`src/rtl/crc4_reply_check.sv`:
```
module crc4_reply_check #(
  parameter int          ADDR_W   = 9,
  parameter int          CMD_W    = 4,
  parameter logic [3:0]  CRC_INIT = 4'h5,
  parameter logic [3:0]  CRC_POLY = 4'hC
) (
  input  logic              clk,
  input  logic              rst_n,
  input  logic              start,
  input  logic [CMD_W-1:0]  cmd_size,
  input  logic [ADDR_W-1:0] addr,
  input  logic [11:0]       reply,
  output logic [7:0]        data_byte,
  output logic              crc_ok,
  output logic              done
);
  localparam int DATA_W  = 8;
  localparam int LEN_MAX = 1 + ADDR_W + DATA_W;
  localparam int CNT_W   = $clog2(LEN_MAX + 1);

  logic              busy;
  logic [CNT_W-1:0]  cnt, cmd_q, a_idx, d_idx, last_idx;
  logic [ADDR_W-1:0] addr_q, addr_sh;
  logic [11:0]       reply_q;
  logic [7:0]        data_sh;
  logic [3:0]        crc, crc_nxt;
  logic              msg_bit, fb, last, done_q, ok_q;

  assign a_idx    = cnt - CNT_W'(1);
  assign d_idx    = cnt - cmd_q;
  assign addr_sh  = addr_q >> a_idx;
  assign data_sh  = reply_q[7:0] >> d_idx;
  assign last_idx = cmd_q + CNT_W'(DATA_W - 1);
  assign last     = (cnt == last_idx);

  always_comb begin
    if (cnt == '0)        msg_bit = 1'b1;
    else if (cnt < cmd_q) msg_bit = addr_sh[0];
    else                  msg_bit = data_sh[0];
  end

  assign fb      = crc[0] ^ msg_bit;
  assign crc_nxt = {1'b0, crc[3:1]} ^ (fb ? CRC_POLY : 4'h0);

  always_ff @(posedge clk) begin
    if (!rst_n) begin
      busy    <= 1'b0;
      cnt     <= '0;
      cmd_q   <= '0;
      addr_q  <= '0;
      reply_q <= '0;
      crc     <= CRC_INIT;
      done_q  <= 1'b0;
      ok_q    <= 1'b0;
    end else begin
      done_q <= 1'b0;
      ok_q   <= 1'b0;
      if (start) begin
        busy    <= 1'b1;
        cnt     <= '0;
        crc     <= CRC_INIT;
        cmd_q   <= CNT_W'(cmd_size);
        addr_q  <= addr;
        reply_q <= reply;
      end else if (busy) begin
        crc <= crc_nxt;
        cnt <= cnt + CNT_W'(1);
        if (last) begin
          busy   <= 1'b0;
          done_q <= 1'b1;
          ok_q   <= (crc_nxt == reply_q[11:8]);
        end
      end
    end
  end

  assign data_byte = reply_q[7:0];
  assign done      = done_q;
  assign crc_ok    = ok_q;
endmodule

```
`config.mk`:
```
export PLATFORM = sky130hd
export DESIGN_NAME = crc4_reply_check
export DESIGN_NICKNAME = d
export VERILOG_FILES = /design/src/rtl/crc4_reply_check.sv
export SDC_FILE = /design/constraint.sdc
export NUM_CORES = 1
export LEC_CHECK = 0
export ABC_AREA = 1
export CELL_PAD_IN_SITES_DETAIL_PLACEMENT = 2
export CELL_PAD_IN_SITES_GLOBAL_PLACEMENT = 2
export CORE_MARGIN = 4
export CORE_UTILIZATION = 31
export DETAILED_ROUTE_END_ITERATION = 12
export GPL_ROUTABILITY_DRIVEN = 0
export HOLD_SLACK_MARGIN = 0.12
export PLACE_DENSITY_LB_ADDON = 0.08
export SKIP_LAST_GASP = 1
export SLEW_MARGIN = 20
export SYNTH_ARGS = -nofsm -noshare
export SYNTH_HDL_FRONTEND = slang
export SYNTH_SLANG_ARGS = --single-unit
```
`constraint.sdc`:
```
create_clock -name clk -period 3.7 [get_ports clk]
set_input_delay 0.555 -clock clk [delete_from_list [all_inputs] [get_ports clk]]
set_output_delay 0.555 -clock clk [all_outputs]
set_load 0.02 [all_outputs]
```
### Yosys cells after proc, flatten, opt, wreduce, memory -nomap -nowiden

Cells that the tools add are included.

| word-level totals | value |
|---|---|
| bits in registers | 37 |
| input bits | 28 |
| logic and storage cells | 33 |

| operators by class | value |
|---|---|
| multiplexer cells | 7 |
| add/subtract/negate cells | 4 |
| bitwise operators | 5 |
| magnitude comparators | 1 |
| equality and inequality tests | 2 |
| reduce and logical (&&, ||, !) cells | 4 |
| shift operators | 2 |

Operator list:

| cell | count |
|---|---|
| 9-bit by 5-bit >> shifter with 1-bit output | 1 |
| 8-bit by 5-bit >> shifter with 1-bit output | 1 |
| 1-bit 2-to-1 mux | 6 |
| 4-bit by 3-bit adder with 5-bit output, second input constant | 1 |
| 5-bit by 1-bit adder with 5-bit output, second input constant | 1 |
| 5-bit equality test | 1 |
| 5-bit logical NOT | 1 |
| 5-bit by 4-bit less-than comparator with 1-bit output | 1 |
| 5-bit by 1-bit subtractor with 5-bit output, second input constant | 1 |
| 5-bit by 4-bit subtractor with 5-bit output | 1 |
| 4-bit equality test | 1 |
| 4-bit 2-to-1 mux | 1 |
| 4-bit OR reduction | 1 |
| 3-bit by 4-bit XOR with 4-bit output | 1 |
| 1-bit inverter | 3 |
| 3-bit OR reduction | 1 |
| 2-bit OR reduction | 1 |
| 1-bit XOR | 1 |

### Longest topological paths before layout

Gate-level depths: netlist of the first run.

| logic depth | value |
|---|---|
| depth in word-level cells | 8 |
| depth in mapped cells | 19 |
| depth with buffers taken out | 18 |

### Least setup slack after synthesis of the first run

No wires, ideal clock.

| timing | value |
|---|---|
| kind | reg-to-reg |
| start point | register cnt[0] |
| end point | register ok_q (netlist: crc_ok) |
| cell stages (with the launch flop) | 18 |
| required time | 3588 ps |
| data arrival time | 1999 ps |
| period minus slack after synthesis | 2112 ps |
| library setup time | 112 ps |
| buffers on the path | 1 |
| slack | 1588 ps |
| cell sequence | dfxtp_1 > buf_6 > inv_4 > ha_1 > fa_1 > inv_1 > nand3_1 > nand3b_1 > nand2_1 > nand3_2 > nand3_2 > nand2_2 > nand2_2 > nand2_2 > nand2_1 > nand2_1 > nand2_1 > nor2_2 |

| on the way | value |
|---|---|
| longest elaborated chain between the ends | 8 |
| elaborated cells on any way between the ends | 15 |
| those cells by class | add/sub (2); order compare (1); eq/ne (2); shift (2); mux (3); bitwise (3); reduce/logical (2) |

RTL lines:

| item | line | source |
|---|---|---|
| from (decl) | 22 | `logic [CNT_W-1:0] cnt, cmd_q, a_idx, d_idx, last_idx;` |
| from (signal assigned) | 67 | `cnt <= cnt + CNT_W'(1);` |
| 5-bit by 1-bit subtractor with 5-bit output | 29 | `assign a_idx = cnt - CNT_W'(1);` |
| named net a_idx[0] | 22 |  |
| 9-bit by 5-bit >> shifter with 1-bit output | 31 | `assign addr_sh = addr_q >> a_idx;` |
| 1-bit 2-to-1 mux | 38 | `else if (cnt < cmd_q) msg_bit = addr_sh[0];` |
| 1-bit 2-to-1 mux | 37 | `if (cnt == '0) msg_bit = 1'b1;` |
| 1-bit XOR | 42 | `assign fb = crc[0] ^ msg_bit;` |
| 4-bit 2-to-1 mux | 43 | `assign crc_nxt = {1'b0, crc[3:1]} ^ (fb ? CRC_POLY : 4'h0);` |
| 3-bit by 4-bit XOR with 4-bit output | 43 |  |
| 4-bit equality test | 71 | `ok_q <= (crc_nxt == reply_q[11:8]);` |
| to (signal assigned) | 71 |  |
| to (decl) | 27 | `logic msg_bit, fb, last, done_q, ok_q;` |

The timed path passes the listed nets, and every way through them passes these cells.
A chain may end at the register's enable or synchronous reset.

### Worst setup path after layout of the first run

Ends and elaborated chain as after synthesis.

==> results of run 1 <==
[logic make-up after synthesis]
logic type               share of synthesized area [%]
AO/OA/AOI/OAI                                     13.4
XOR/XNOR                                          2.19
adder cells (fa/ha/maj)                           6.00
buffers and inverters                             10.8
flip-flops                                        37.0
AND/OR/NAND/NOR                                   30.7
[stage by stage]
stage                     hold slack (ns)  utilization (%)  total power, W
after global placement              0.466             37.7        0.000634
after detailed placement            0.471             37.7        0.000640
after global routing                0.517             39.0        0.000985
after floorplan                     0.448                -        0.000569
after CTS                           0.482             39.0        0.000941
final                               0.478             39.0        0.000928
[final timing paths]
kind / endpoint / slack, ns
setup / recovery: crc_ok / 1.16
hold / removal: reply_q[10] / 0.48
setup reg to reg: crc_ok / 1.16
hold reg to reg: reply_q[10] / 0.48
[placed cells by master, fill, tap and decap left out, types with 4 or more instances in the layout]
| cell | Yosys | routed |
|---|---|---|
| nand2_1 | 48 | 48 |
| nand2_2 | 8 | 8 |
| nand3b_1 | 4 | 4 |
| inv_1 | 21 | 21 |
| clkdlybuf4s50_1 | 0 | 37 |
| nor2_1 | 44 | 44 |
| a21oi_1 | 19 | 19 |
| o21ai_0 | 29 | 29 |
| ha_1 | 8 | 8 |
| dfxtp_1 | 37 | 37 |
| clkbuf_8 | 0 | 6 |
| nand3_1 | 21 | 21 |
[Yosys cell counts (all sizes together)]
master  number  area share (%)
a21boi       1            0.38
a31oi        1            0.31
clkbuf       8             1.5
o211ai       1            0.38
nor4         1            0.31
xnor2        2            0.88
fa           1             1.0
inv         25             4.9
nor2        47             9.4
nand3b       4             1.5
buf         10             4.1
o22ai        1            0.31
ha           8             5.0
nand4        2            0.94
a21oi       19             4.7
xor2         3             1.3
o21ai       29             7.3
nand2       56              11
dfxtp       37              37
clkinv       1            0.19
nand3       23             6.2
nor3         3            0.75
[routing by layer]
layer / vias to the layer above / wire length, um
met1: 924 / 2730
met2: 24 / 2970
li1: 966 / -
met4: 0 / 61
met5: - / 0
met3: 6 / 164
[power groups by stage]
stage               sequential (W)  combinational (W)  clock, W
global route              0.000445           0.000214  0.000326
floorplan                 0.000441           0.000128         0
finish                    0.000441           0.000188  0.000299
CTS                       0.000442           0.000192  0.000308
global placement          0.000450           0.000184         0
detailed placement        0.000450           0.000189         0
[critical path, cell delays in order (launching register included)]
cell	delay, ns
dfxtp_1	0.56
inv_4	0.12
ha_1	0.24
fa_1	0.56
inv_1	0.08
nand3_1	0.08
nand3b_1	0.07
nand2_1	0.09
nand3_2	0.10
nand3_2	0.10
nand2_2	0.07
nand2_2	0.08
nand2_2	0.06
nand2_1	0.07
nand2_1	0.06
nand2_1	0.07
nor2_2	0.03
[flip-flops by register name (all words and copies together) (netlist names)]
register	cells
crc	4
crc_ok	1
cnt	5
busy	1
addr_q	9
cmd_q	4
done	1
reply_q	12
[cell type report]
type / instances / share of cell area [%]
well taps: 77 / 3.91
inverters: 26 / 4.16
repair buffers: 40 / 15.9
clock buffers: 7 / 3.50
multi-input cells: 202 / 42.4
flip-flops and latches: 37 / 30.1
==> results.tsv, run 1 <==
metric	value	unit
startpoint class of the critical path	flop	
clk sinks	37	
final setup fails	0	
1st-iter DRT viols	43	
htree depth	2	
met2 usage	28.2	%
Detail Route Antenna Nets	0	
first-pass GRT wire length	9860	um
post-route non-filler standard cell count	389	
areal power density over the cells	376	nW/um^2
Post-Place Setup Slack	1.15	ns
total internal power	0.000654	W
FF-to-FF path depth	16	
deepest clock path buffer count	2	
start point of the critical path	cnt[0]	
Mapped Cells	283	
die area	7810	um^2
FMAX	0.394	GHz
Slew Limit Headroom	44.9	%
WP data arrival	2.72	ns
status	finished clean	
crit path capture type	flop	
DRC violations left	0	
met1 Use GR	20.3	%
GRT Util Overall	16.2	%
TritonRoute pass-1 iters	3	
Placed Instances	382	
most crowded layer after global routing	met2	
die height	88.4	um
CTS buffer count	5	
worst slew pin tran	0.825	ns
Area Growth Syn to Fin	23.1	%
min-delay src	reply_q[10]	
core area	6310	um^2
antenna cell count	0	
Hold Vio Cnt, Final	0	
clock latency at the later pin of the worst-skew pair	0.29	ns
chip width	88.4	um
CTS Root Cell	clkbuf_8	
wire per inst	15.2	um
Post-Syn Nets	320	
crit-path max FO	9	
CTS Hold Buffers Added	0	
Hold Path Cell Cnt	2	
RSZ-0062 raised after global routing	no	
register area	741	um^2
DR vias	1920	
initial antenna violation count	0	
GR Layer Usage met3	3.17	%
Via density	4.94	
Multi-input gate area	1050	um^2
Initial Util	31.7	%
post-synthesis register bit count	37	
CTS tree	built	
Critical Path RT	3.89	ns
Design Area, Final	2460	um^2
largest net degree at the start of global routing	28	
Setup CP Type	reg -> reg	
IO Pins	38	
Clk pin slew, worst setup/hold paths	0.07	ns
Fillers	770	
DRT Wirelength	5920	um
vias in the first global route	2010	
synth warn	0	
Post-CTS Setup Inserts	0	
share of layout cells above drive strength 1	8.65	%
synth unique cells	30	
cts repair resizes	0	
port bufs	37	
VDD IR max	0.149	mV
TNS Setup	0	ns
hpwl dp	4360	um
fin crit period	2.54	ns
Worst Hold Class	reg -> reg	
logic gate share of total power	20.2	%
Fin Clk Skew	0.00805	ns
Lkg Pwr	1.05	nW
max cap viols	0	
P_sw	0.000273	W
sequential area share after synthesis	37.0	%
Clock power frac	32.2	%
Reg power frac	47.5	%
final worst-path cycle share	68.5	%
setup ws final	1.16	ns
GRT overflow	0	
Slew Viols, Final	0	
mean post-synth cell area	7.07	um^2
synthesized cell area	2000	um^2
Placed Area	2380	um^2
Switching Share	29.5	%
nets	349	
Worst R2R Start	cnt[0]	
Rows	29	
Power figures use the tool's default switching activity.
==> run 2: changes to the inputs <==
--- a/config.mk
+++ b/config.mk
@@ -9,7 +9,7 @@
 export CELL_PAD_IN_SITES_DETAIL_PLACEMENT = 2
 export CELL_PAD_IN_SITES_GLOBAL_PLACEMENT = 2
 export CORE_MARGIN = 4
-export CORE_UTILIZATION = 31
+export CORE_UTILIZATION = 26
 export DETAILED_ROUTE_END_ITERATION = 12
 export GPL_ROUTABILITY_DRIVEN = 0
 export HOLD_SLACK_MARGIN = 0.12
==> constraint.sdc (replaced) <==
create_clock -name clk -period 2.25 [get_ports clk]
set_input_delay 0.3375 -clock clk [delete_from_list [all_inputs] [get_ports clk]]
set_output_delay 0.3375 -clock clk [all_outputs]
set_load 0.02 [all_outputs]
==> results.tsv, run 2 (same netlist as run 1, synthesis figures left out) <==
metric	value	unit
status	finished clean	
max cap viols	0	
most frequent cells in the layout	nand2_1, nor2_1, clkdlybuf4s50_1	
Via density	4.68	
max reg flops	12	
CP Cell Sequence	inv_4 > ha_4 > fa_2 > inv_2 > nand3_1 > nand3_2 > nand2_2 > nand3_4 > nand3_2 > nand2_2 > nand2_2 > nand2_2 > nand2_2 > nand2_2 > nand2_2 > nor2_2	
nets	359	
DRC violations left	0	
crit path capture type	flop	
Rows	31	
initial antenna violation count	0	
Fillers	869	
most crowded layer after global routing	met2	
start point of the critical path	cnt[0]	
Placed Area	2470	um^2
wire per inst	14.8	um
chip width	95.7	um
IO Pins	38	
CTS buffer count	5	
CP Buf/Inv Count	2	
startpoint class of the critical path	flop	
Fin Clk Skew	0.00570	ns
die height	95.7	um
VDD IR max	0.188	mV
Detail Route Antenna Nets	0	
clock latency at the later pin of the worst-skew pair	0.29	ns
Setup crit end	crc_ok	
crit-path max FO	3	
Slew Limit Headroom	75.5	%
register area	742	um^2
slowest stage delay, CP	0.57	ns
DRT Wirelength	6200	um
GR Layer Usage met3	3.05	%
areal power density over the cells	580	nW/um^2
RSZ-0062 raised after global routing	yes	
Lkg Pwr	1.10	nW
htree depth	2	
min-delay src	reply_q[11]	
Critical Path RT	2.45	ns
Setup CP Type	reg -> reg	
Critical Path Most Common Cell	nand2_2	
worst slew pin tran	0.367	ns
port bufs	37	
Util after Layout	35.7	%
crit-path leading delay family	simple AND/OR/NAND/NOR gates	
Hold Vio Cnt, Final	0	
top flop regs	reply_q (12), addr_q (9), cnt (5)	
largest net degree at the start of global routing	25	
die area	9170	um^2
Clk pin slew, worst setup/hold paths	0.08	ns
final setup fails	0	
fin crit period	2.16	ns
TritonRoute pass-1 iters	4	
met2 usage	25.7	%
Initial Util	27.2	%
GRT Util Overall	14.3	%
first-pass GRT wire length	10000	um
Critical Path Stages	16	
1st-iter DRT viols	56	
FMAX	0.463	GHz
Worst R2R Start	cnt[0]	
Slew Viols, Final	0	
clk sinks	37	
final worst-path cycle share	95.9	%
deepest clock path buffer count	2	
vias in the first global route	2112	
DR vias	1966	
worst reg2reg setup slack	0.09	ns
Area Growth Syn to Fin	31.3	%
met1 Use GR	16.9	%
hpwl dp	4750	um
Design Area, Final	2630	um^2
CTS Root Cell	clkbuf_8	
Worst Hold Class	reg -> reg	
CTS tree	built	
Multi-input gate area	1120	um^2
GRT overflow	0	
Top reg by flops	reply_q	
Worst R2R End	crc_ok	
WP data arrival	2.35	ns
core area	7370	um^2
antenna cell count	0	
FF-to-FF path depth	16	
CP max stage cell	fa_2	
share of layout cells above drive strength 1	15.9	%
-- run 2: routing by layer --
| metal | wire (um) | up-vias | part of all wire, % |
|---|---|---|---|
| met5 | 0 | - | 0 |
| met4 | 72 | 0 | 1.2 |
| met3 | 235 | 8 | 3.8 |
| met2 | 3110 | 31 | 50 |
| met1 | 2780 | 942 | 45 |
| li1 | - | 985 | - |
-- run 2: cell type report --
type	count	share of cell area, %
flip-flops and latches	37	28.2
inverters	26	3.90
well taps	99	4.71
clock inverters	1	0.190
repair buffers	50	17.8
clock buffers	5	2.62
multi-input cells	202	42.6
-- run 2: worst min-delay path: stages (launching register included) --
cell     delay, ns
dfxtp_1       0.32
inv_1         0.08
a21oi_1       0.06
-- run 2: timing repair --
action,CTS,global route
setup endpoints to repair,0,3
resized for setup,0,17
hold buffers,0,0
setup buffers,0,2
-- run 2: report_power, final --
part | total [W] | switching (W) | internal [W]
Clock | 0.000447 | 0.000243 | 0.000204
Sequential | 0.000721 | 0.0000293 | 0.000692
Combinational | 0.000357 | 0.000193 | 0.000164
-- run 2: through the flow --
stage               setup TNS, ns  power [W]  hold WS, ns  setup WS (ns)  std cells
floorplan                       0   0.000936        0.448          0.138        283
global placement                0    0.00105        0.471          0.113        412
detailed placement              0    0.00106        0.489         0.0323        412
CTS                             0    0.00152        0.500         0.0234        418
global route              -0.0697    0.00162        0.532        -0.0697        420
finish                          0    0.00153        0.501         0.0924        420
-- run 2: worst min-delay path by stage --
stage,end,slack [ns],cells past startpoint
global route,crc[1],0.53,2
CTS,reply_q[10],0.50,2
finish,reply_q[11],0.50,2
floorplan,reply_q[10],0.45,2
detailed placement,reply_q[10],0.49,2
global placement,reply_q[3],0.47,2
